--- config.mk ---
export PLATFORM = sky130hd
export DESIGN_NAME = nvx_ctrl
export DESIGN_NICKNAME = d
export VERILOG_FILES = /design/src/rtl/nvx_pkg.sv /design/src/rtl/nvx_req_arb.sv /design/src/rtl/nvx_phase_timer.sv /design/src/rtl/nvx_ctrl.sv
export SDC_FILE = /design/constraint.sdc
export NUM_CORES = 1
export LEC_CHECK = 0
export BUFFER_PORTS_ARGS = -buffer_cell sky130_fd_sc_hd__buf_2
export CAP_MARGIN = 20
export CORE_MARGIN = 2
export CORE_UTILIZATION = 54
export DETAILED_ROUTE_END_ITERATION = 8
export GPL_TIMING_DRIVEN = 1
export PLACE_DENSITY = 0.72
export SLEW_MARGIN = 20
export SYNTH_ARGS = -nofsm -noshare
export SYNTH_HDL_FRONTEND = slang
export SYNTH_SLANG_ARGS = --single-unit
export TNS_END_PERCENT = 20
--- constraint.sdc ---
create_clock -name clk -period 3.15 [get_ports clk]
set_clock_uncertainty 0.15 [all_clocks]
set_input_delay 0.945 -clock clk [delete_from_list [all_inputs] [get_ports clk]]
set_output_delay 0.945 -clock clk [all_outputs]
set_load 0.01 [all_outputs]
--- src/rtl/nvx_pkg.sv ---
package nvx_pkg;

  typedef enum logic [2:0] {
    S_IDLE  = 3'd0,
    S_ERASE = 3'd1,
    S_PROG  = 3'd2,
    S_CLEAR = 3'd3,
    S_XFER  = 3'd4
  } nvx_state_e;

  typedef enum logic [1:0] {
    OP_NONE   = 2'd0,
    OP_STORE  = 2'd1,
    OP_RECALL = 2'd2,
    OP_PWRUP  = 2'd3
  } nvx_op_e;

endpackage

--- src/rtl/nvx_req_arb.sv ---
module nvx_req_arb
  import nvx_pkg::*;
(
  input  logic    clk,
  input  logic    rst,
  input  logic    vcc_ok,
  input  logic    store_req,
  input  logic    recall_req,
  input  logic    idle,
  output nvx_op_e start_op
);

  logic vcc_q;

  always_ff @(posedge clk) begin
    if (rst) vcc_q <= 1'b0;
    else     vcc_q <= vcc_ok;
  end

  logic vcc_rise;
  assign vcc_rise = vcc_ok & ~vcc_q;

  // Priority: supply rise, then restore request, then save request.
  always_comb begin
    start_op = OP_NONE;
    if (idle) begin
      if (vcc_rise)                 start_op = OP_PWRUP;
      else if (recall_req)          start_op = OP_RECALL;
      else if (store_req && vcc_ok) start_op = OP_STORE;
    end
  end

  // a save never starts without supply
  a_r7_store_needs_supply: assert property (@(posedge clk) disable iff (rst)
    (start_op == OP_STORE) |-> vcc_ok);

  // nothing starts while an operation is running
  a_r6_no_start_when_busy: assert property (@(posedge clk) disable iff (rst)
    !idle |-> (start_op == OP_NONE));

  // a restore request is never passed over for a save
  a_r10_recall_wins: assert property (@(posedge clk) disable iff (rst)
    (idle && recall_req) |-> (start_op != OP_STORE));

endmodule

--- src/rtl/nvx_phase_timer.sv ---
module nvx_phase_timer #(
  parameter int CNT_W = 8
) (
  input  logic             clk,
  input  logic             rst,
  input  logic             load,
  input  logic [CNT_W-1:0] load_val,
  output logic             last
);

  logic [CNT_W-1:0] cnt;

  always_ff @(posedge clk) begin
    if (rst)              cnt <= '0;
    else if (load)        cnt <= load_val;
    else if (cnt != '0)   cnt <= cnt - 1'b1;
  end

  assign last = (cnt == CNT_W'(1));

  // A loaded phase always reaches its final cycle through a decrement
  a_r3_timer_counts_down: assert property (@(posedge clk) disable iff (rst)
    (!load && cnt > CNT_W'(1)) |=> !last || ($past(cnt) == CNT_W'(2)));

endmodule

--- src/rtl/nvx_ctrl.sv ---
module nvx_ctrl
  import nvx_pkg::*;
#(
  parameter int STORE_CYC  = 500000,
  parameter int RECALL_CYC = 1000000,
  parameter int PWRUP_CYC  = 32500
) (
  input  logic clk,
  input  logic rst,
  input  logic vcc_ok,
  input  logic store_req,
  input  logic recall_req,
  output logic busy,
  output logic erase_en,
  output logic program_en,
  output logic clear_en,
  output logic xfer_en,
  output logic op_done,
  output logic store_aborted
);

  localparam int ST_P1 = STORE_CYC / 2;
  localparam int ST_P2 = STORE_CYC - ST_P1;
  localparam int RC_P1 = RECALL_CYC / 2;
  localparam int RC_P2 = RECALL_CYC - RC_P1;
  localparam int PU_P1 = PWRUP_CYC / 2;
  localparam int PU_P2 = PWRUP_CYC - PU_P1;
  localparam int MAX_A = (ST_P2 > RC_P2) ? ST_P2 : RC_P2;
  localparam int MAX_P = (MAX_A > PU_P2) ? MAX_A : PU_P2;
  localparam int CNT_W = $clog2(MAX_P + 1);

  nvx_state_e       state, state_n;
  nvx_op_e          start_op;
  logic             pwr_q, pwr_n;
  logic             load;
  logic [CNT_W-1:0] load_val;
  logic             last;
  logic             done_n, abort_n;
  logic             idle;

  assign idle = (state == S_IDLE);

  nvx_req_arb u_arb (
    .clk       (clk),
    .rst       (rst),
    .vcc_ok    (vcc_ok),
    .store_req (store_req),
    .recall_req(recall_req),
    .idle      (idle),
    .start_op  (start_op)
  );

  nvx_phase_timer #(.CNT_W(CNT_W)) u_timer (
    .clk     (clk),
    .rst     (rst),
    .load    (load),
    .load_val(load_val),
    .last    (last)
  );

  always_comb begin
    state_n  = state;
    pwr_n    = pwr_q;
    load     = 1'b0;
    load_val = '0;
    done_n   = 1'b0;
    abort_n  = 1'b0;
    unique case (state)
      S_IDLE: begin
        unique case (start_op)
          OP_STORE: begin
            state_n = S_ERASE; load = 1'b1; load_val = CNT_W'(ST_P1);
          end
          OP_RECALL: begin
            state_n = S_CLEAR; pwr_n = 1'b0; load = 1'b1; load_val = CNT_W'(RC_P1);
          end
          OP_PWRUP: begin
            state_n = S_CLEAR; pwr_n = 1'b1; load = 1'b1; load_val = CNT_W'(PU_P1);
          end
          default: ;
        endcase
      end
      S_ERASE, S_PROG: begin
        if (!vcc_ok) begin
          state_n = S_IDLE;
          abort_n = 1'b1;
        end else if (last) begin
          if (state == S_ERASE) begin
            state_n = S_PROG; load = 1'b1; load_val = CNT_W'(ST_P2);
          end else begin
            state_n = S_IDLE; done_n = 1'b1;
          end
        end
      end
      S_CLEAR: begin
        if (last) begin
          state_n  = S_XFER;
          load     = 1'b1;
          load_val = pwr_q ? CNT_W'(PU_P2) : CNT_W'(RC_P2);
        end
      end
      S_XFER: begin
        if (last) begin
          state_n = S_IDLE; done_n = 1'b1;
        end
      end
      default: state_n = S_IDLE;
    endcase
  end

  always_ff @(posedge clk) begin
    if (rst) begin
      state         <= S_IDLE;
      pwr_q         <= 1'b0;
      op_done       <= 1'b0;
      store_aborted <= 1'b0;
    end else begin
      state         <= state_n;
      pwr_q         <= pwr_n;
      op_done       <= done_n;
      store_aborted <= abort_n;
    end
  end

  assign busy       = !idle;
  assign erase_en   = (state == S_ERASE);
  assign program_en = (state == S_PROG);
  assign clear_en   = (state == S_CLEAR);
  assign xfer_en    = (state == S_XFER);

  // one phase at a time, busy tracks the phases
  a_r5_one_phase: assert property (@(posedge clk) disable iff (rst)
    $onehot0({erase_en, program_en, clear_en, xfer_en}));
  a_r5_busy_phase: assert property (@(posedge clk) disable iff (rst)
    busy == (erase_en | program_en | clear_en | xfer_en));

  // supply loss during a save ends it in the next cycle
  a_r8_store_abort: assert property (@(posedge clk) disable iff (rst)
    ((erase_en || program_en) && !vcc_ok) |=> (!busy && store_aborted && !op_done));

  // erase hands over to program, never to a restore phase
  a_r3_erase_then_prog: assert property (@(posedge clk) disable iff (rst)
    (erase_en && vcc_ok) |=> (erase_en || program_en));

  // restore phases continue regardless of supply
  a_r9_recall_holds: assert property (@(posedge clk) disable iff (rst)
    clear_en |=> (clear_en || xfer_en));

  // save request without supply starts nothing
  a_r7_reject: assert property (@(posedge clk) disable iff (rst)
    (!busy && store_req && !recall_req && !vcc_ok) |=> !busy);

  // done follows a final phase and lasts one cycle
  a_r11_done_after_final: assert property (@(posedge clk) disable iff (rst)
    op_done |-> (!busy && ($past(program_en) || $past(xfer_en))));
  a_r11_done_single: assert property (@(posedge clk) disable iff (rst)
    op_done |=> !op_done);

endmodule

== Yosys cells after proc, flatten, opt, wreduce, memory -nomap -nowiden ==
Index checks and enable logic that the tools add are counted.

* Register bits: 26
* Input bits: 5
* Output and inout bits: 7
* Logic and storage cells: 66

* Add/sub/neg operators: 1
* Equality and inequality tests: 12
* Multiplexer cells: 32
* Bitwise gates (word level): 3
* Reduce and logical (&&, ||, !) cells: 12

{| class="wikitable"
|+ Operators with widths
! operator !! number
|-
| one-hot mux 19 bit (3 select lines) || 2
|-
| two-way mux 19 bit || 4
|-
| two-way mux 18 bit || 3
|-
| == test 19 x 1 -> 1 bit, second input constant || 1
|-
| nonzero test 19 bit || 1
|-
| subtractor 19 x 1 -> 19 bit, second input constant || 1
|-
| two-way mux 3 bit || 4
|-
| one-hot mux 3 bit (4 select lines) || 1
|-
| two-way mux 1 bit || 10
|-
| two-way mux 2 bit || 4
|-
| == test 3 x 2 -> 1 bit, second input constant || 2
|-
| one-hot mux 3 bit (2 select lines) || 1
|-
| OR reduction 2 bit || 3
|-
| == test 2 bit, second input constant || 2
|-
| inequality test 2 x 1 -> 1 bit, second input constant || 2
|-
| one-hot mux 1 bit (2 select lines) || 2
|-
| AND reduction 4 bit || 1
|-
| nonzero test 2 bit || 2
|-
| == test 3 x 1 -> 1 bit, second input constant || 1
|-
| == test 3 bit, second input constant || 1
|-
| logical NOT 3 bit || 1
|-
| inequality test 3 x 2 -> 1 bit, second input constant || 1
|-
| inequality test 3 bit, second input constant || 1
|-
| one-hot mux 1 bit (3 select lines) || 1
|-
| 7 further kinds || 8
|}

== Logic depth before layout (Yosys ltp) ==
Gate-level depths: netlist (run 1).

* Depth in word-level cells: 10
* Depth in mapped cells: 11
* Depth with buffers taken out: 9

== By module ==
From an unflattened synthesis (run 1), not the netlist that was laid out.

* Cell total of the unflattened synthesis: 211
* Area, all modules: 1704.1 sq um

{| class="wikitable"
|+ By module, submodules not included
! module !! instances !! cells each !! area an instance (sq um) !! seq. area each (sq um)
|-
| nvx_phase_timer || 1 || 127 || 1056.0 || 380.4
|-
| nvx_ctrl || 1 || 77 || 593.1 || 120.1
|-
| nvx_req_arb || 1 || 7 || 55.1 || 20.0
|}

== Worst setup path before layout (run 1) ==
No wires, ideal clock.

* Path kind: in2reg
* From: input port vcc_ok
* To: register state[1]
* Library setup time: 0.121 ns
* Data arrival time: 2.841 ns
* Data required time: 2.879 ns
* Slack: 0.038 ns
* Cell stages on the path: 8
* Path buffers: 1
* Path through: buf_1 > nor2b_1 > o21ai_0 > inv_1 > ha_1 > or4_1 > o21ai_0 > mux2_2

* Cells in the longest elaborated chain, start to end: 9
* Elaborated cells between the ends (all ways): 16
* Those cells by class: eq/ne: 5; mux: 7; bitwise: 1; reduce/logical: 3

{| class="wikitable"
|+ RTL lines
! what !! line !! RTL
|-
| start: declaration || nvx_ctrl.sv:10 || <nowiki>input logic vcc_ok,</nowiki>
|-
| logical AND 1 bit || nvx_req_arb.sv:29 || <nowiki>else if (store_req && vcc_ok) start_op = OP_STORE;</nowiki>
|-
| two-way mux 1 bit || nvx_req_arb.sv:29 ||
|-
| two-way mux 2 bit || nvx_req_arb.sv:28 || <nowiki>else if (recall_req) start_op = OP_RECALL;</nowiki>
|-
| two-way mux 2 bit || nvx_req_arb.sv:27 || <nowiki>if (vcc_rise) start_op = OP_PWRUP;</nowiki>
|-
| two-way mux 2 bit || nvx_req_arb.sv:26 || <nowiki>if (idle) begin</nowiki>
|-
| == test 2 bit || nvx_ctrl.sv:70 || <nowiki>unique case (start_op)</nowiki>
|-
| OR reduction 2 bit (no source line) || n/a ||
|-
| one-hot mux 3 bit (2 select lines) / inequality test 3 x 2 -> 1 bit (equally long branches) || n/a ||
|-
| one-hot mux 3 bit (4 select lines) / AND reduction 4 bit (equally long branches) || n/a ||
|-
| end signal: assignment || nvx_ctrl.sv:118 || <nowiki>state <= state_n;</nowiki>
|-
| end: declaration || nvx_ctrl.sv:32 || <nowiki>nvx_state_e state, state_n;</nowiki>
|}

Several ways; a longest one is shown, not always the timed one. The select of a mux whose other input is x is not followed.
A chain may end at the register's enable or synchronous reset.

== Final worst setup path (run 1) ==
* From: register state[0]
* To: output port erase_en

* Cells in the longest elaborated chain, start to end: 1

{| class="wikitable"
|+ RTL lines
! what !! line !! RTL
|-
| == test 3 x 1 -> 1 bit || nvx_ctrl.sv:126 || <nowiki>assign erase_en = (state == S_ERASE);</nowiki>
|-
| end: declaration || nvx_ctrl.sv:14 || <nowiki>output logic erase_en,</nowiki>
|}

Every way passes these cells.

==> results.md, run 1 <==
* WL per Instance at between 15 and 20 um
* IO Pins at 12
* Antenna cells at 0
* Slowest CP cell: dfxtp_1
* Via count at between 1000 and 1500
* Syn_nets at 213
* Pre-antenna DRT Iters at 4
* Fin crit share at ~90%
* Top FF cell, synth: dfxtp_1
* Clk_lat worst skew at 0.32 ns
* # nets final at between 200 and 250
* Tmin final at 2.83 ns
* Final wirelength at slightly below 4 mm
* Final Slew Violations at 0
* Cell depth of the worst setup path at 3
* Fin util at between 60% and 70%
* Clock Tree Buf Depth at 2
* Most frequent cell after synthesis: dfxtp_1
* CP startpoint kind: register
* Setup TNS at 0 ns
* Synth cell count leaders: dfxtp_1, a21oi_1, nand2_1, nand3_1, nor2_1
* Worst-margin pin slew at slightly below 0.6 ns
* EDFF count, synth at 0
* Power Density at 980 nW/um^2
* # fillers at 273
* Max cap viols at 0
* Slew headroom at 60.2%
* Post-synth top area cell: dfxtp_1
* Cell Chain, Critical Path: nor2b_1 > nor2b_1 > buf_2
* Crit path DAT at 1.74 ns
* CTS tree: done
* DRC Markers at 0
* Layout Cells excl Fill at between 200 and 300
* Starting Density at 56.2%
* Final Setup Violations at 0
* Post-Place Cells at 250
* WS Path Type: reg -> out
* Flip-flop and latch area at between 500 and 600 um^2
* GPL Wtd Cong at approximately 0.86
* Area grow syn2layout at 9.41%
* Largest net degree at the start of global routing at 27
* Ys Warns at 0
* Worst VDD drop at 0.531 mV
* CTS Sinks at 26
* Antenna Violating Nets Remaining at 0
* Crit. End Element: primary output
* Post-DR vias/cell at 5.86
* PortBufs at 11
* Required time worst endpoint at 2.05 ns
* Hold path depth at 2
* Setup Buffers After CTS at 0
* Fmax achieved at 353 MHz
* Avg Inst Size Synth at approximately 8.6 um^2
* CTS H-Tree Depth at 1
* Critical path's top delay family: simple AND/OR/NAND/NOR gates
* Leakage at 0.755 nW
* GRT Total Usage at 24.7%
* Syn Inst Count at ~200
* First-pass GRT wire length at 6.75 mm
* Hold-fix buffers at CTS at 0
* RSZ-0062 raised after global routing: false
* Die X at about 60 um
* Std-Cell Rows at 20
* Reg2Reg Depth at 8
* Post-synth cell types at 51
* Post-DP HPWL at 2.88 mm
* Die area at 3620 um^2
* Most used cell, CP: nor2b_1
* Initial antenna violation count at 0
* Crit Path Max Fanout at 10
* Final Power at 0.00182 W
* HP Class: reg -> reg
* Hold Violations, Final at 0
* Grt total ovfl at 0
* Layout cells sized above 1 at 17.6%
* Top cells by area, synth: dfxtp_1, ha_1, a21oi_1
* CP bufs+invs at 1
* Mapped Area at 1700 um^2
* Detailed Route Iter0 Violations at 95
* Asr flop ratio synth at 0%
* Clock root cell: clkbuf_4
* Die H at 60.1 um
* Clk slew on worst S/H paths at 0.15 ns
* Vias in the first global route at between 1000 and 1500
* Post-CTS resize count at 0
* Area taken by multi-input logic gates at 1110 um^2
* TritonCTS Buffers at 3
* Top cell type's share of synthesized area at 30.6%
* Seq cells post-synth at 26
* Crit path largest cell delay at ~0.56 ns
* Sequential element share of the synthesized area at between 30% and 40%
* Placeable Area at 3030 um^2
* Status: complete, no violations
## tightest hold or removal path: stages, from the launching register on
cell and delay (ns):
dfxtp_1 0.37, nand2_1 0.07, a21oi_1 0.06
## metal layers
metal	part of all wire, %	vias up	track usage, %
li1	-	737	-
met3	6.1	2	3.68
met1	45	710	35.0
met4	0.54	0	5.71
met5	0	-	0
met2	49	40	39.3
## area by class of cell
class	instances	share of cell area [%]
multi-input combinational	156	59.5
sequential	26	28.0
timing repair buffer	17	5.38
tap	44	2.96
clock inverter	1	1.61
inverter	7	1.41
clock buffer	3	1.21
## sequential cells by signal, summed over array words and instances (netlist names)
name	cells
op_done	1
state	3
pwr_q	1
u_arb.vcc_q	1
store_aborted	1
u_timer.cnt	19
## stage by stage
stage | setup slack [ns] | instance area [um^2] | hold WS, ns
finish | 0.319 | 1860 | 0.370
global route | 0.188 | 1860 | 0.416
CTS | 0.336 | 1860 | 0.373
detailed placement | -0.0207 | 1810 | 0.354
global placement | 0.119 | 1810 | 0.354
floorplan | 0.0379 | 1700 | 0.313
## cells in the final DEF, fill, tap and decap left out, types with 2 or more instances in the layout
master    Yosys  final
nand3b_1      4      4
o31ai_1       6      6
dfxtp_1      26     26
nor3_1        7      7
a21o_2        2      2
nand2_1      12     12
inv_1         7      7
buf_2         2     11
nor3b_1       2      2
or4_1         4      4
xor2_1        8      8
nor2b_1       6      6
ha_1          9      9
nand4_1       3      3
nand3_1      12     12
nor4_1        6      6
buf_4         0      6
nand2b_1      5      5
xnor2_1       8      8
o21ai_0       8      8
clkbuf_4      0      3
nor2_1       12     12
a21oi_1      15     15
## cell families (layout without fill, tap and decap cells)
logic type	Yosys count	in the layout	share of synthesized area [%]
DFF	26	26	30.6
xor gates and xnor gates	16	16	8.24
adders and majority gates	10	10	7.21
AOI/OAI and AO/OA	40	40	16.8
and+or+nand+nor	88	88	31.5
buffers and inverters	17	28	4.34
muxes	2	2	1.25
## report_power, final
group	internal (W)	switching, W	leakage (nW)
combinational	0.000464	0.000599	0.513
clock	0.000129	0.000107	0.0279
sequential	0.000413	0.000113	0.213
## path summary, 6_finish.rpt
kind                   end     start  slack (ns)
setup / recovery  erase_en  state[0]        0.32
hold / removal       pwr_q     pwr_q        0.37
setup reg to reg  state[1]  state[1]        0.45
hold reg to reg      pwr_q     pwr_q        0.37
(Power assumes the default switching activity.)
==> inputs of run 2 (changes only) <==
--- a/config.mk
+++ b/config.mk
@@ -15,5 +15,6 @@
 export SLEW_MARGIN = 20
 export SYNTH_ARGS = -nofsm -noshare
 export SYNTH_HDL_FRONTEND = slang
+export SYNTH_HIERARCHICAL = 1
 export SYNTH_SLANG_ARGS = --single-unit
 export TNS_END_PERCENT = 20
==> results.md, run 2 <==
* Post-synth top area cell: dfxtp_1
* Final hold slack at 0.425 ns (+0.0549 ns)
* Final Slew Violations at 0 (unchanged)
* Std-Cell Rows at 20 (unchanged)
* Antenna Violating Nets Remaining at 0 (unchanged)
* Status: complete, no violations
* First-pass GRT wire length at 6.19 mm (-8.3%)
* Sequential element share of the synthesized area at 30.5% (-0.045 points)
* DRC Markers at 0 (unchanged)
* Top FF cell, synth: dfxtp_1
* Commonest non-fill, non-tap cell in the layout: dfxtp_1
* Asr flop ratio synth at 0% (unchanged)
* Power Density at 947 nW/um^2 (-3.4%)
* CP startpoint kind: register
* Synth cell count leaders: dfxtp_1, nor2_1, nand2_1
* Top Registers: u_timer/cnt x19, state x3
* PortBufs at 11 (unchanged)
* Post-CTS resize count at 0 (unchanged)
* Largest net degree at the start of global routing at 25 (-7.4%)
* Max cap viols at 0 (unchanged)
* Mapped Area at 1700 um^2 (+0.15%)
* Hold Violations, Final at 0 (unchanged)
* Crit Path Max Fanout at 20 (+10)
* Die X at 60.2 um (about the same)
* Most used cell, CP: a21oi_1
* RSZ-0062 raised after global routing: false
* Clock Tree Buf Depth at 2 (unchanged)
* WL per Instance at 13.7 um (-9.6%)
* Final Setup Violations at 0 (unchanged)
* CTS Sinks at 26 (unchanged)
* Fmax achieved at 353 MHz (about the same)
* HP Class: reg -> reg
* Pre-antenna DRT Iters at 4 (unchanged)
* Crit path DAT at 2.93 ns (+1.19 ns)
* Layout Cells excl Fill at 271 (+6.7%)
* Layout cells sized above 1 at 17.6% (about the same)
* Tmin final at 2.83 ns (+0.00141 ns)
* Ys Warns at 6 (+6)
* Required time worst endpoint at 3.25 ns (+1.20 ns)
* Worst VDD drop at 0.434 mV (-18%)
* GRT Total Usage at 23.0% (-1.7 points)
* Avg Inst Size Synth at 8.08 um^2 (-5.5%)
* IO Pins at 12 (unchanged)
* Seq cells post-synth at 26 (unchanged)
* Syn Inst Count at 211 (+6.0%)
* Die area at 3620 um^2 (+0.13%)
* Crit path largest cell delay at 0.60 ns (+0.04 ns)
* Clk slew on worst S/H paths at 0.14 ns (about the same)
* CTS H-Tree Depth at 1 (unchanged)
* Detailed Route Iter0 Violations at 128 (+35%)
* Grt total ovfl at 0 (unchanged)
* Post-synth cell types at 54 (+5.9%)
* EDFF count, synth at 0 (unchanged)
* Max FFs per register at 19 (unchanged)
* Cell Chain, Critical Path: or4_4 > nor4_2 > and4b_2 > o211ai_1 > a21oi_1 > buf_4 > buf_12 > a21oi_1 > a221oi_1
* Biggest register: u_timer/cnt
* Most frequent cell after synthesis: dfxtp_1
* Clk_lat worst skew at 0.34 ns (+0.02 ns)
* CTS tree: done
* Fin util at 62.9% (+1.4 points)
* Setup TNS at 0 ns (unchanged)
* Die H at 60.2 um (about the same)
* Via count at 1562 (+4.9%)
* GPL Wtd Cong at 0.880 (+2.8%)
* TritonCTS Buffers at 3 (unchanged)
* Initial antenna violation count at 0 (unchanged)
* Crit. End Element: register
* Top cell type's share of synthesized area at 30.5% (-0.045 points)
* Antenna cells at 0 (unchanged)
* Starting Density at 56.3% (+0.083 points)
* Hold-fix buffers at CTS at 0 (unchanged)
* Slowest CP cell: or4_4
* Post-place setup slack at 0.0972 ns (+0.118 ns)
* Leakage at 0.795 nW (+5.4%)
* WS Path Type: reg -> reg
* Vias in the first global route at 1393 (-3.4%)
* Placeable Area at 3030 um^2 (unchanged)
* Post-DR vias/cell at 5.76 (-1.7%)
* Commonest non-fill, non-tap cells in the layout: dfxtp_1, nor2_1, nand2_1
* Setup WS post-layout at 0.318 ns (-0.00141 ns)
* Clock root cell: clkbuf_4
* Area grow syn2layout at 11.7%
* # nets final at 242 (+7.6%)
* Post-Place Cells at 267 (+6.8%)
* Final wirelength at 3.72 mm (-3.6%)
* Setup Buffers After CTS at 0 (unchanged)
* Top cells by area, synth: dfxtp_1, ha_1, nor2_1
* Post-DP HPWL at 2.73 mm (-5.3%)
* Fin crit share at 89.9% (about the same)
==> run 2: cell count changes after synthesis, sizes merged, moves of 5 or more <==
cell,change
nor2,+9
o21ai,+5
nand2,+8
nand3,-10
or3,+5
==> run 2: final timing paths <==
path	from	endpoint	slack [ns]	cells after the start
max reg2reg	u_timer/cnt[8]	u_timer/cnt[8]	0.32	9
max	u_timer/cnt[8]	u_timer/cnt[8]	0.32	9
min	u_timer/cnt[16]	u_timer/cnt[16]	0.42	2
min reg2reg	u_timer/cnt[16]	u_timer/cnt[16]	0.42	2
==> run 2: layout make-up <==
class | count | area (um^2)
well taps | 44 | 55.1
multi-input cells | 166 | 1110
clock buffers | 4 | 36.3
inverters | 10 | 37.5
flip-flops and latches | 26 | 520
fillers | 255 | 1120
repair buffers | 21 | 143
==> run 2: logic make-up after synthesis <==
logic type      share of synthesized area, %
buf+inv                                 5.14
fa+ha+maj                               6.61
other cells                            0.220
compound gates                          18.7
flops                                   30.5
xor+xnor                                7.20
simple gates                            29.2
mux                                     2.35
==> run 2: power breakdown <==
group	internal (W)	leakage, nW	total (W)	switching, W
sequential	0.000418	0.213	0.000509	0.0000911
clock	0.0000710	0.0210	0.000176	0.000105
combinational	0.000515	0.561	0.00112	0.000602
total	0.00100	0.795	0.00180	0.000798
==> run 2: metrics by stage <==
stage          power, W  area [um^2]
6_report        0.00180         1900
5_1_grt         0.00196         1900
4_1_cts         0.00179         1900
3_5_place_dp    0.00161         1860
3_3_place_gp    0.00158         1860
2_1_floorplan   0.00134         1710
==> run 2: worst max-delay path, delay by kind of cell (launching register included) <==
family / cells / cell delay (ns)
AND/OR/NAND/NOR: 3 / 1.30
AO/OA/AOI/OAI: 4 / 0.62
flip-flops: 1 / 0.39
buffers and inverters: 2 / 0.29
==> run 2: layer usage <==
metal	track usage (%)	vias to the layer above	share of wire, %
met4	10.8	0	1.8
met5	0	-	0
li1	-	785	-
met3	3.25	7	6.2
met2	37.3	49	49
met1	29.8	721	43
==> inputs of run 3 (changes only) <==
--- a/config.mk
+++ b/config.mk
@@ -7,11 +7,13 @@
 export LEC_CHECK = 0
 export BUFFER_PORTS_ARGS = -buffer_cell sky130_fd_sc_hd__buf_2
 export CAP_MARGIN = 20
-export CORE_MARGIN = 2
-export CORE_UTILIZATION = 54
+export CELL_PAD_IN_SITES_DETAIL_PLACEMENT = 2
+export CELL_PAD_IN_SITES_GLOBAL_PLACEMENT = 2
+export CORE_MARGIN = 10
+export CORE_UTILIZATION = 32
 export DETAILED_ROUTE_END_ITERATION = 8
 export GPL_TIMING_DRIVEN = 1
-export PLACE_DENSITY = 0.72
+export PLACE_DENSITY = 0.71
 export SLEW_MARGIN = 20
 export SYNTH_ARGS = -nofsm -noshare
 export SYNTH_HDL_FRONTEND = slang
==> results.md, run 3 (synthesis results as in run 2) <==
* Status: complete, no violations
* Critical path's top delay family: simple AND/OR/NAND/NOR gates
* Biggest register: u_timer/cnt
* Hold Path End: u_timer/cnt[16]
* Grt total ovfl at 0 (unchanged)
* Die X at 93.0 um (+55%)
* Final Slew Violations at 0 (unchanged)
* Reg2Reg Depth at 8 (-1)
* Worst-margin pin slew at 0.623 ns
* Initial antenna violation count at 0 (unchanged)
* Hold Violations, Final at 0 (unchanged)
* Crit path largest cell delay at 0.60 ns (about the same)
* TritonCTS Buffers at 3 (unchanged)
* WL per Instance at 17.5 um (+28%)
* Final Setup Violations at 0 (unchanged)
* Post-Place Cells at 298 (+12%)
* Crit. End Element: register
* Antenna cells at 0 (unchanged)
* Starting Density at 33.2% (-23 points)
* Max cap viols at 0 (unchanged)
* RR Startpoint: u_timer/cnt[8]
* Hold path depth at 2 (unchanged)
* Worst setup path start: u_timer/cnt[8]
* Clk_lat worst skew at 0.28 ns (-0.06 ns)
* Clk slew on worst S/H paths at 0.10 ns (-0.04 ns)
* Placed cell area at 1920 um^2 (+3.1%)
* Clock Tree Buf Depth at 2 (unchanged)
* IO Pins at 12 (unchanged)
* HP Class: reg -> reg
* GPL Wtd Cong at 0.825 (-6.3%)
* Std-Cell Rows at 26 (+30%)
* WS Path Type: reg -> reg
* # nets final at 247 (+2.1%)
* Clock root cell: clkbuf_8
* R2R setup slack at 0.20 ns (-0.12 ns)
* Fin crit share at 93.6% (+3.7 points)
* R2R Path End: u_timer/cnt[4]
* Via count at 1609 (+3.0%)
* Post-DR vias/cell at 5.33 (-7.6%)
* Antenna Violating Nets Remaining at 0 (unchanged)
* Fin util at 38.8% (-24 points)
* Pre-antenna DRT Iters at 4 (unchanged)
* Hold-fix buffers at CTS at 0 (unchanged)
* GRT Total Usage at 12.7% (-10 points)
* Required time worst endpoint at 3.22 ns (-0.03 ns)
* CP bufs+invs at 1 (-1)
* RSZ-0062 raised after global routing: false
* Cell Chain, Critical Path: or4_4 > nor4_1 > and4b_1 > buf_4 > nand2_1 > o32ai_1 > a22oi_1 > nor2_1
* Worst VDD drop at 0.327 mV (-25%)
* Slowest CP cell: or4_4
* CP startpoint kind: register
* Tmin final at 2.95 ns (+0.115 ns)
* Crit path DAT at 3.02 ns (+0.09 ns)
* Placeable Area at 5140 um^2 (+70%)
* PortBufs at 11 (unchanged)
* Crit Path Max Fanout at 7 (-65%)
* Leakage at 0.831 nW (+4.5%)
* Vias in the first global route at 1819 (+31%)
* Commonest non-fill, non-tap cell in the layout: dfxtp_1
* Detailed Route Iter0 Violations at 49 (-62%)
* CTS tree: done
* Max FFs per register at 19 (unchanged)
* Die area at 8640 um^2 (+140%)
* Layout Cells excl Fill at 302 (+11%)
* First-pass GRT wire length at 9.09 mm (+47%)
* Setup Buffers After CTS at 0 (unchanged)
* CTS Sinks at 26 (unchanged)
* Power Density at 1010 nW/um^2 (+7.0%)
* Layout cells sized above 1 at 19.0% (+1.3 points)
* Die H at 93.0 um (+55%)
* Final Power at 0.00202 W (+12%)
* Slew headroom at 58.3%
* Post-DP HPWL at 4.04 mm (+48%)
* Top Registers: u_timer/cnt x19, state x3
* Area grow syn2layout at 16.9%
* CTS H-Tree Depth at 1 (unchanged)
* DRC Markers at 0 (unchanged)
* Final wirelength at 5.30 mm (+42%)
* Fmax achieved at 339 MHz (-3.9%)
* Design area at 1990 um^2 (+4.7%)
* Commonest non-fill, non-tap cells in the layout: dfxtp_1, nor2_1, nand2_1
* Final hold slack at 0.420 ns (-0.00504 ns)
* Largest net degree at the start of global routing at 25 (unchanged)
* HP Start: u_timer/cnt[16]
==> run 3: worst max-delay path by stage <==
stage / slack [ns] / cells after the start / to
global placement: 0.09 / 11 / u_timer/cnt[4]
global route: 0.04 / 8 / u_timer/cnt[4]
floorplan: 0.10 / 11 / u_timer/cnt[4]
CTS: 0.23 / 9 / u_timer/cnt[1]
detailed placement: -0.03 / 11 / u_timer/cnt[1]
finish: 0.20 / 8 / u_timer/cnt[4]
==> run 3: routing by layer <==
metal | wire length (um) | vias to the layer above | part of all wire (%) | track usage, %
met5 | 0 | - | 0 | 0
met3 | 91 | 6 | 1.7 | 1.92
met1 | 2380 | 800 | 45 | 14.6
li1 | - | 790 | - | -
met4 | 51 | 0 | 0.96 | 3.21
met2 | 2780 | 13 | 52 | 23.9
==> run 3: worst register-to-register path, cell delays in order (launching register included) <==
cell and delay, ns:
dfxtp_1 0.37, or4_4 0.60, nor4_1 0.35, and4b_1 0.29, buf_4 0.17, nand2_1 0.06, o32ai_1 0.57, a22oi_1 0.22
nor2_1 0.11
==> run 3: where the power goes <==
| part | internal [W] | leakage, nW | switching [W] |
|---|---|---|---|
| sequential | 0.000418 | 0.213 | 0.0000972 |
| combinational | 0.000535 | 0.582 | 0.000682 |
| clock | 0.000170 | 0.0357 | 0.000115 |
| total | 0.00112 | 0.831 | 0.000894 |
==> run 3: timing repair <==
action	CTS	global route
setup endpoints to repair	0	2
hold endpoints to repair	0	0
resized for setup	0	1
==> run 3: layout make-up <==
| class | count | area [um^2] |
|---|---|---|
| Multi-Input combinational cell | 166 | 1110 |
| Inverter | 10 | 37.5 |
| Clock inverter | 1 | 30.0 |
| Fill cell | 632 | 3150 |
| Tap cell | 70 | 87.6 |
| Sequential cell | 26 | 520 |
| Timing Repair Buffer | 26 | 168 |
| Clock buffer | 3 | 41.3 |
==> run 3: stage by stage <==
step	setup TNS, ns	setup slack (ns)
floorplan	0	0.102
global placement	0	0.0856
detailed placement	-0.0300	-0.0300
CTS	0	0.229
global route	0	0.0375
finish	0	0.202
